File: config.mk
export PLATFORM = sky130hd
export DESIGN_NAME = bus_release_arb
export DESIGN_NICKNAME = d
export VERILOG_FILES = /design/src/rtl/bus_release_arb_pkg.sv /design/src/rtl/arb_safe_gate.sv /design/src/rtl/arb_rfsh_latch.sv /design/src/rtl/arb_fsm.sv /design/src/rtl/arb_out_decode.sv /design/src/rtl/bus_release_arb.sv
export SDC_FILE = /design/constraint.sdc
export NUM_CORES = 1
export LEC_CHECK = 0
export ABC_CLOCK_PERIOD_IN_PS = 2600
export BUFFER_PORTS_ARGS = -buffer_cell sky130_fd_sc_hd__buf_2
export CAP_MARGIN = 20
export CORE_AREA = 5 5 42 44
export DETAILED_ROUTE_END_ITERATION = 10
export DIE_AREA = 0 0 47 49
export GPL_TIMING_DRIVEN = 0
export PLACE_DENSITY_LB_ADDON = 0.12
export SLEW_MARGIN = 10
export SYNTH_ARGS = -nofsm -noshare
export SYNTH_HDL_FRONTEND = slang
export SYNTH_HIERARCHICAL = 1
export SYNTH_SLANG_ARGS = --single-unit
File: constraint.sdc
create_clock -name clk -period 2.6 [get_ports clk]
set_input_delay 0.26 -clock clk [delete_from_list [all_inputs] [get_ports clk]]
set_output_delay 0.26 -clock clk [all_outputs]
set_load 0.1 [all_outputs]
File: src/rtl/bus_release_arb_pkg.sv
package bus_release_arb_pkg;

    typedef enum logic [2:0] {
        ST_LOCAL    = 3'd0,
        ST_PALL_EXT = 3'd1,
        ST_EXT      = 3'd2,
        ST_RECLAIM  = 3'd3,
        ST_PALL_RF  = 3'd4,
        ST_RFSH     = 3'd5
    } arb_st_e;

    localparam int OWNER_W = 2;

    typedef enum logic [OWNER_W-1:0] {
        OWN_LOCAL = 2'b00,
        OWN_EXT   = 2'b01,
        OWN_RFSH  = 2'b10
    } owner_e;

    typedef struct packed {
        logic ext_req;
        logic rf_any;
        logic safe;
        logic rf_done;
        logic row_mode;
    } arb_in_t;

    function automatic owner_e owner_of(arb_st_e st);
        case (st)
            ST_EXT, ST_RECLAIM: return OWN_EXT;
            ST_RFSH:            return OWN_RFSH;
            default:            return OWN_LOCAL;
        endcase
    endfunction

endpackage

File: src/rtl/arb_safe_gate.sv
module arb_safe_gate (
    input  logic cyc_end_i,
    input  logic lock_i,
    output logic safe_o
);
    always_comb safe_o = cyc_end_i & ~lock_i;
endmodule

File: src/rtl/arb_rfsh_latch.sv
module arb_rfsh_latch (
    input  logic clk,
    input  logic rst,
    input  logic rf_i,
    input  logic clr_i,
    output logic pend_o,
    output logic any_o
);
    always_ff @(posedge clk) begin
        if (rst)        pend_o <= 1'b0;
        else if (clr_i) pend_o <= 1'b0;
        else if (rf_i)  pend_o <= 1'b1;
    end

    always_comb any_o = pend_o | rf_i;

    AST_RF_KEPT: assert property (@(posedge clk) disable iff (rst)
        (rf_i && !clr_i) |=> pend_o);
endmodule

File: src/rtl/arb_fsm.sv
module arb_fsm
    import bus_release_arb_pkg::*;
(
    input  logic    clk,
    input  logic    rst,
    input  arb_in_t in_i,
    output arb_st_e st_o,
    output logic    rf_clr_o
);
    arb_st_e st_n;

    always_comb begin
        st_n = st_o;
        case (st_o)
            ST_LOCAL: begin
                if (in_i.safe && in_i.rf_any)
                    st_n = in_i.row_mode ? ST_PALL_RF : ST_RFSH;
                else if (in_i.safe && in_i.ext_req)
                    st_n = in_i.row_mode ? ST_PALL_EXT : ST_EXT;
            end
            ST_PALL_EXT: st_n = ST_EXT;
            ST_EXT: begin
                if (!in_i.ext_req)    st_n = ST_LOCAL;
                else if (in_i.rf_any) st_n = ST_RECLAIM;
            end
            ST_RECLAIM: begin
                if (!in_i.ext_req)
                    st_n = in_i.row_mode ? ST_PALL_RF : ST_RFSH;
            end
            ST_PALL_RF: st_n = ST_RFSH;
            ST_RFSH: begin
                if (in_i.rf_done) st_n = ST_LOCAL;
            end
            default: st_n = ST_LOCAL;
        endcase
    end

    always_comb rf_clr_o = (st_o == ST_LOCAL || st_o == ST_RECLAIM) &&
                           (st_n == ST_PALL_RF || st_n == ST_RFSH);

    always_ff @(posedge clk) begin
        if (rst) st_o <= ST_LOCAL;
        else     st_o <= st_n;
    end

    AST_HOLD_LOCAL: assert property (@(posedge clk) disable iff (rst)
        (st_o == ST_LOCAL && !in_i.safe) |=> st_o == ST_LOCAL);
    AST_RF_FIRST: assert property (@(posedge clk) disable iff (rst)
        (st_o == ST_LOCAL && in_i.safe && in_i.rf_any) |=> (st_o == ST_PALL_RF || st_o == ST_RFSH));
    AST_NO_RF_IN_REL: assert property (@(posedge clk) disable iff (rst)
        (st_o == ST_RECLAIM && in_i.ext_req) |=> st_o == ST_RECLAIM);
endmodule

File: src/rtl/arb_out_decode.sv
module arb_out_decode
    import bus_release_arb_pkg::*;
(
    input  arb_st_e              st_i,
    output logic                 gnt_o,
    output logic                 pall_o,
    output logic [OWNER_W-1:0]   owner_o
);
    always_comb begin
        gnt_o   = (st_i == ST_EXT);
        pall_o  = (st_i == ST_PALL_EXT) || (st_i == ST_PALL_RF);
        owner_o = owner_of(st_i);
    end
endmodule

File: src/rtl/bus_release_arb.sv
module bus_release_arb
    import bus_release_arb_pkg::*;
(
    input  logic                clk,
    input  logic                rst,
    input  logic                ext_req_i,
    output logic                ext_gnt_o,
    input  logic                rfsh_req_i,
    input  logic                rfsh_done_i,
    input  logic                cyc_end_i,
    input  logic                lock_i,
    input  logic                row_open_i,
    output logic                pall_req_o,
    output logic [OWNER_W-1:0]  owner_o
);
    logic    safe, rf_pend, rf_any, rf_clr;
    arb_in_t fsm_in;
    arb_st_e st;

    arb_safe_gate u_gate (
        .cyc_end_i (cyc_end_i),
        .lock_i    (lock_i),
        .safe_o    (safe)
    );

    arb_rfsh_latch u_rf (
        .clk    (clk),
        .rst    (rst),
        .rf_i   (rfsh_req_i),
        .clr_i  (rf_clr),
        .pend_o (rf_pend),
        .any_o  (rf_any)
    );

    always_comb begin
        fsm_in.ext_req  = ext_req_i;
        fsm_in.rf_any   = rf_any;
        fsm_in.safe     = safe;
        fsm_in.rf_done  = rfsh_done_i;
        fsm_in.row_mode = row_open_i;
    end

    arb_fsm u_fsm (
        .clk      (clk),
        .rst      (rst),
        .in_i     (fsm_in),
        .st_o     (st),
        .rf_clr_o (rf_clr)
    );

    arb_out_decode u_dec (
        .st_i    (st),
        .gnt_o   (ext_gnt_o),
        .pall_o  (pall_req_o),
        .owner_o (owner_o)
    );

    AST_GNT_DROP: assert property (@(posedge clk) disable iff (rst)
        (ext_gnt_o && !ext_req_i) |=> (!ext_gnt_o && owner_o == OWN_LOCAL));
    AST_RECLAIM: assert property (@(posedge clk) disable iff (rst)
        (ext_gnt_o && ext_req_i && (rf_pend || rfsh_req_i)) |=> (!ext_gnt_o && owner_o == OWN_EXT));
    AST_PALL_BEFORE_GNT: assert property (@(posedge clk) disable iff (rst)
        ($rose(ext_gnt_o) && row_open_i && $past(row_open_i)) |-> $past(pall_req_o));
    AST_EXCL_OUT: assert property (@(posedge clk) disable iff (rst)
        $onehot0({ext_gnt_o, pall_req_o, owner_o == OWN_RFSH}));
    AST_PALL_LOCAL: assert property (@(posedge clk) disable iff (rst)
        pall_req_o |-> owner_o == OWN_LOCAL);
endmodule

* Yosys cells after proc, flatten, opt, wreduce, memory -nomap -nowiden *
Index checks and enable logic that the tools add are counted.

word-level totals
  flip-flop bits (word level) = 4
  word-level logic and storage cells = 31
  input bits = 8
  output and inout bits = 4

cells by class
  mux-type cells = 10
  equal/unequal tests = 7
  reductions and logical operators = 9
  bitwise operators = 3

operator list
  operator                                              count
  2-to-1 mux 3 bit                                      6
  one-hot mux 3 bit (6 select lines)                    1
  equality test 3 bit (second input constant)           4
  equality test 3 x 2 -> 1 bit (second input constant)  2
  one-hot mux 2 bit (2 select lines)                    1
  OR reduction 2 bit                                    2
  equality test 3 x 1 -> 1 bit (second input constant)  1
  logical AND 1 bit                                     3
  logical NOT 3 bit                                     1
  logical OR 1 bit                                      3
  2-to-1 mux 2 bit                                      1
  bitwise AND 1 bit                                     1
  2-to-1 mux 1 bit                                      1
  inverter 1 bit                                        1
  bitwise OR 1 bit                                      1

* Depth between registers and ports, before layout *
Gate-level depths: netlist (run 1).

  depth after elaboration = 10
  gate-level depth with buffers = 5
  depth with buffers taken out = 5

* By module *
The synthesis (run 1) kept the hierarchy.

by module, submodules not included
  module          cells an instance  area an instance (µm²)  instances  seq. area each (µm²)
  arb_fsm         23                 192.7                   1          60.1
  arb_out_decode  5                  36.3                    1          0.0
  arb_rfsh_latch  3                  33.8                    1          20.0
  arb_safe_gate   1                  13.8                    1          0.0

* Worst setup path before layout (run 1) *
Ideal clock, no wire load.

  path type = register -> output
  start = register u_fsm.st_o[1]
  end = output ext_gnt_o
  arrival = 2,777 ps
  required time = 2,340 ps
  setup slack = -437 ps
  buffers on the path = 0
  stages on the path, launching flop included = 3
  cell sequence = dfxtp_1 -> nor2b_2 -> nor2b_1

between the ends
  word-level cells in the longest chain between the ends = 1

ends and longest elaborated chain
  what                          RTL line              source
  start, declared               arb_fsm.sv:7          output arb_st_e st_o,
  start signal, assigned        arb_fsm.sv:43         else st_o <= st_n;
  equality test 3 x 2 -> 1 bit  arb_out_decode.sv:10  gnt_o = (st_i == ST_EXT);
  end, declared                 bus_release_arb.sv:7  output logic ext_gnt_o,

No other way between the ends.

* Worst setup path after layout (run 1) *
Same ends and word-level chain as after synthesis.

==> results_dict.tcl, run 1 <==
set metrics [dict create \
    setup-tns-final_ns 0 \
    timing.final.crit_share 0.661 \
    cts.hold.buffers_added 0 \
    maxSlewHeadroom 0.676 \
    start_util 0.197 \
    synth.cell_area_um2 277 \
    yosysWarnings 6 \
    grt_pass1_wl_um 993 \
    hold_viol 0 \
    viasPerCell 4.44 \
    required_ns 2.34 \
    clock.fmax_mhz 582 \
    boundaryPins 12 \
    row_count 14 \
    dr.pass1.iters 2 \
    cts_root_buf "clkbuf_4" \
    yosysSeqAreaShare 0.290 \
    ant_nets 0 \
    yosysTopAreaCellShare 0.290 \
    p_leak_nw 0.159 \
    fin_area_um2 377 \
    die-area_mm2 0.00230 \
    dp_cells 59 \
    antenna_found_initial 0 \
    drv_slew 0 \
    cts_buffers 3 \
    synthTopCellsByArea "dfxtp_1 (29%), nand3b_1 (5.4%), nor3b_1 (5.4%)" \
    vias 275 \
    post-route-drc-count 0 \
    port_buffers 11 \
    cts_tree "built" \
    yosys.area.top_type "dfxtp_1" \
    wire_per_inst_um 10.4 \
    fin_cells 62 \
    start_kind "register" \
    drive_gt1_frac 0.413 \
    critPathArrivalTime_ns 1.46 \
    netlist-cell-type-count 22 \
    reg2reg_slack_ns 1.45 \
    status "complete, no violations" \
    clk_latency_ns 0.23 \
    fin_crit_ns 1.72 \
    hold_ws_ns 0.240 \
    path_class "reg2out" \
    h-tree-depth 1 \
    track_usage 0.0620 \
    clockBufferDepth 2 \
    syn_nets 40 \
    grt_setup_unrepaired "false" \
    fin_nets 56 \
    drt-total-wl_um 647 \
    crit_path_end_kind "output port" \
    hp-class "in2reg" \
    p_per_area_mw_per_mm2 599 \
    grt_pass1_vias 257 \
    die_x_um 47 \
    utilization 0.269 \
    syn-instance-count 32 \
    drt_iter0_markers 1 \
    synth-edff-count 0 \
    skew_ns 0.00260 \
    synth.most_common_cell "dfxtp_1" \
    path_clk_slew_ns 0.04 \
    num_antenna_cells 0 \
    globalplace.congestion 0.787 \
    core_mm2 0.00140 \
    vdd_drop_max_v 0.000197 \
    synth_common_cells "dfxtp_1 (4), nor2_1 (3)" \
    ys_ff_latch 4 \
    ys_async_sr_fraction 0 \
    grt_max_degree 11 \
    place_area_um2 354 \
    fillCellCount 167 \
    clkSinkCount 4 \
    syn_to_final_growth_pct 36.2 \
    maxCapViolCount 0 \
    worstMarginPinSlew_ns 0.489 \
    overflow 0 \
    die_h_um 49 \
    post-cts-setup-buffer-count 0 \
    crit_fanout 10 \
    avgSynthCellArea_um2 8.64 \
    setup_violations 0 \
    ys.flop_type "dfxtp_1" \
    cts-resized-gates 0 \
]
==> flip-flops by register name, summed over array words and instances (netlist names) <==
| signal | cells |
|---|---|
| u_fsm/st_o | 3 |
| u_rf/pend_o | 1 |
==> metrics by stage <==
stage	total power [mW]	setup WS (ns)
4_1_cts	0.231	0.851
3_3_place_gp	0.152	1.11
3_5_place_dp	0.152	1.11
5_1_grt	0.239	0.742
2_1_floorplan	0.135	0.0208
6_report	0.225	0.881
==> worst paths after layout <==
kind                       from       endpoint  cells past startpoint
setup reg to reg    u_rf/pend_o  u_fsm/st_o[1]                      4
hold reg to reg   u_fsm/st_o[2]  u_fsm/st_o[1]                      1
setup / recovery  u_fsm/st_o[1]      ext_gnt_o                      3
hold / removal              rst  u_fsm/st_o[1]                      2
==> metal layers <==
| layer | track usage | vias to the layer above | part of all wire |
|---|---|---|---|
| li1 | - | 146 | - |
| met1 | 0.0639 | 121 | 0.41 |
| met2 | 0.0882 | 8 | 0.47 |
| met3 | 0.0185 | 0 | 0.11 |
| met4 | 0.0691 | 0 | 0 |
| met5 | 0 | - | 0 |
==> critical path: stages (launching register included) <==
cell and delay [ns]:
dfxtp_1 0.47, nor2b_2 0.20, nor2b_2 0.13, buf_2 0.42
==> final cells by class <==
| cell class | count | area, um^2 | area share |
|---|---|---|---|
| clock buffers | 3 | 22.5 | 0.0598 |
| inverters | 2 | 7.51 | 0.0199 |
| multi-input cells | 26 | 191 | 0.508 |
| flip-flops and latches | 4 | 80.1 | 0.213 |
| well taps | 16 | 20.0 | 0.0532 |
| repair buffers | 11 | 55.1 | 0.146 |
==> cell families (layout without fill, tap and decap cells) <==
| logic type | count (synthesis) | in the layout | synth area share |
|---|---|---|---|
| buffers and inverters | 2 | 16 | 0.0272 |
| AND/OR/NAND/NOR | 17 | 17 | 0.443 |
| AO/OA/AOI/OAI | 8 | 8 | 0.208 |
| XOR/XNOR | 1 | 1 | 0.0317 |
| flip-flops | 4 | 4 | 0.290 |
==> power by group <==
group | leakage [nW] | switching, mW | internal, mW
combinational | 0.113 | 0.0523 | 0.0230
sequential | 0.0328 | 0.00867 | 0.0668
clock | 0.0138 | 0.0233 | 0.0515
==> placed cells by master, fill, tap and decap left out, drive strengths merged <==
master / instances
buf: 11
dfxtp: 4
clkbuf: 3
nor2: 3
nor2b: 3
a21oi: 3
nand3b: 2
nor3b: 2
nand2b: 2
inv: 2
o21ai: 2
a211oi: 2
and3b: 1
xnor2: 1
nand4bb: 1
a22o: 1
nand3: 1
nor4b: 1
or2: 1
Power figures use the tool's default switching activity.
==> inputs of run 2 (changes only) <==
--- a/config.mk
+++ b/config.mk
@@ -5,7 +5,7 @@
 export SDC_FILE = /design/constraint.sdc
 export NUM_CORES = 1
 export LEC_CHECK = 0
-export ABC_CLOCK_PERIOD_IN_PS = 2600
+export ABC_CLOCK_PERIOD_IN_PS = 1600
 export BUFFER_PORTS_ARGS = -buffer_cell sky130_fd_sc_hd__buf_2
 export CAP_MARGIN = 20
 export CORE_AREA = 5 5 42 44
==> constraint.sdc (replaced) <==
create_clock -name clk -period 1.6 [get_ports clk]
set_input_delay 0.16 -clock clk [delete_from_list [all_inputs] [get_ports clk]]
set_output_delay 0.16 -clock clk [all_outputs]
set_load 0.1 [all_outputs]
==> results_dict.tcl, run 2 (synthesized netlist as in run 1, its figures left out) <==
set metrics [dict create \
    timing.final.crit_share 0.964 \
    fillCellCount 171 \
    boundaryPins 12 \
    largest_reg_flops 3 \
    dr.pass1.iters 4 \
    overflow 0 \
    dp.final_hpwl_um 517 \
    cts_tree "built" \
    path_class "reg2out" \
    hp-class "in2reg" \
    drive_gt1_frac 0.435 \
    reg2reg_slack_ns 0.43 \
    row_count 14 \
    utilization 0.283 \
    grt_setup_unrepaired "false" \
    port_buffers 11 \
    syn_to_final_growth_pct 43.4 \
    crit_start "u_fsm/st_o[1]" \
    start_kind "register" \
    setup-tns-final_ns 0 \
    fin_area_um2 397 \
    clkSinkCount 4 \
    hold_viol 0 \
    r2r-end "u_fsm/st_o[1]" \
    clockBufferDepth 2 \
    antenna_found_initial 0 \
    h-tree-depth 1 \
    setup_violations 0 \
    regMostFlops "u_fsm/st_o" \
    core_mm2 0.00140 \
    p_leak_nw 0.159 \
    track_usage 0.0613 \
    path_clk_slew_ns 0.03 \
    fin_crit_ns 1.54 \
    ant_nets 0 \
    skew_ns 0.00192 \
    clock.fmax_mhz 648 \
    vias 270 \
    drv_slew 0 \
    globalplace.congestion 0.732 \
    required_ns 1.44 \
    start_util 0.197 \
    cts_buffers 3 \
    rr_startpoint "u_rf/pend_o" \
    layout_commonest_cell "buf_2" \
    maxCapViolCount 0 \
    p_per_area_mw_per_mm2 941 \
    grt_max_degree 11 \
    drt_iter0_markers 2 \
    crit_path_end_kind "output port" \
    maxSlewHeadroom 0.677 \
    grt_pass1_vias 270 \
    critPathArrivalTime_ns 1.38 \
    die_x_um 47 \
    worstMarginPinSlew_ns 0.487 \
    vdd_drop_max_v 0.000347 \
    status "complete, no violations" \
    crit_fanout 10 \
    post-cts-setup-buffer-count 0 \
    crit_end "owner_o[0]" \
    clk_latency_ns 0.23 \
    wire_per_inst_um 10.7 \
    fin_nets 56 \
    viasPerCell 4.35 \
    post-route-drc-count 0 \
    drt-total-wl_um 662 \
    die_h_um 49 \
    final_cell_mix "buf_2 (8), clkbuf_4 (5), dfxtp_1 (4)" \
    top_regs "u_fsm/st_o x3, u_rf/pend_o x1" \
    die-area_mm2 0.00230 \
    cts_root_buf "clkbuf_4" \
    r2r_cells 4 \
    grt_pass1_wl_um 993 \
    place_area_um2 367 \
    num_antenna_cells 0 \
]
==> run 2: layout make-up <==
type | instances | area [um^2] | area share
Timing Repair Buffer | 11 | 62.6 | 0.158
Multi-Input combinational cell | 26 | 204 | 0.514
Clock buffer | 3 | 22.5 | 0.0568
Inverter | 2 | 7.51 | 0.0189
Tap cell | 16 | 20.0 | 0.0505
Sequential cell | 4 | 80.1 | 0.202
==> run 2: worst max-delay path: stages (launching register included) <==
cell,delay [ns]
dfxtp_1,0.51
nor2b_4,0.21
buf_2,0.43
==> run 2: what timing repair did <==
action,4_1_cts,5_1_grt
resized for setup,1,2
endpoints found under the setup margin,1,2
hold buffers,0,0
==> run 2: report_power, final <==
group / total [mW] / switching [mW] / leakage (nW) / internal (mW)
clock: 0.119 / 0.0354 / 0.0138 / 0.0835
combinational: 0.129 / 0.0856 / 0.113 / 0.0431
sequential: 0.126 / 0.0169 / 0.0328 / 0.109
total: 0.373 / 0.138 / 0.159 / 0.235
==> run 2: worst min path at each step <==
stage	from	endpoint	slack, ns	cells after the start
floorplan	rst	u_fsm/st_o[0]	0.23	1
global placement	rst	u_fsm/st_o[0]	0.37	2
detailed placement	rst	u_fsm/st_o[0]	0.38	2
CTS	rst	u_fsm/st_o[0]	0.13	2
global route	rst	u_fsm/st_o[0]	0.16	2
finish	rst	u_fsm/st_o[0]	0.14	2
==> run 2: layer usage <==
| metal | share of wire | up-vias | GRT usage |
|---|---|---|---|
| met5 | 0 | - | 0 |
| met3 | 0.038 | 0 | 0.0111 |
| li1 | - | 143 | - |
| met4 | 0 | 0 | 0.0691 |
| met1 | 0.45 | 123 | 0.0595 |
| met2 | 0.51 | 4 | 0.0950 |
==> run 2: stage by stage <==
step | hold WS [ns] | setup slack (ns) | power (mW) | instances
after floorplan | 0.229 | -0.251 | 0.225 | 32
after global placement | 0.374 | 0.200 | 0.252 | 59
after detailed placement | 0.377 | 0.178 | 0.253 | 59
after CTS | 0.131 | 0.00236 | 0.381 | 62
after global routing | 0.156 | 0.00159 | 0.392 | 62
final | 0.138 | 0.0568 | 0.373 | 62
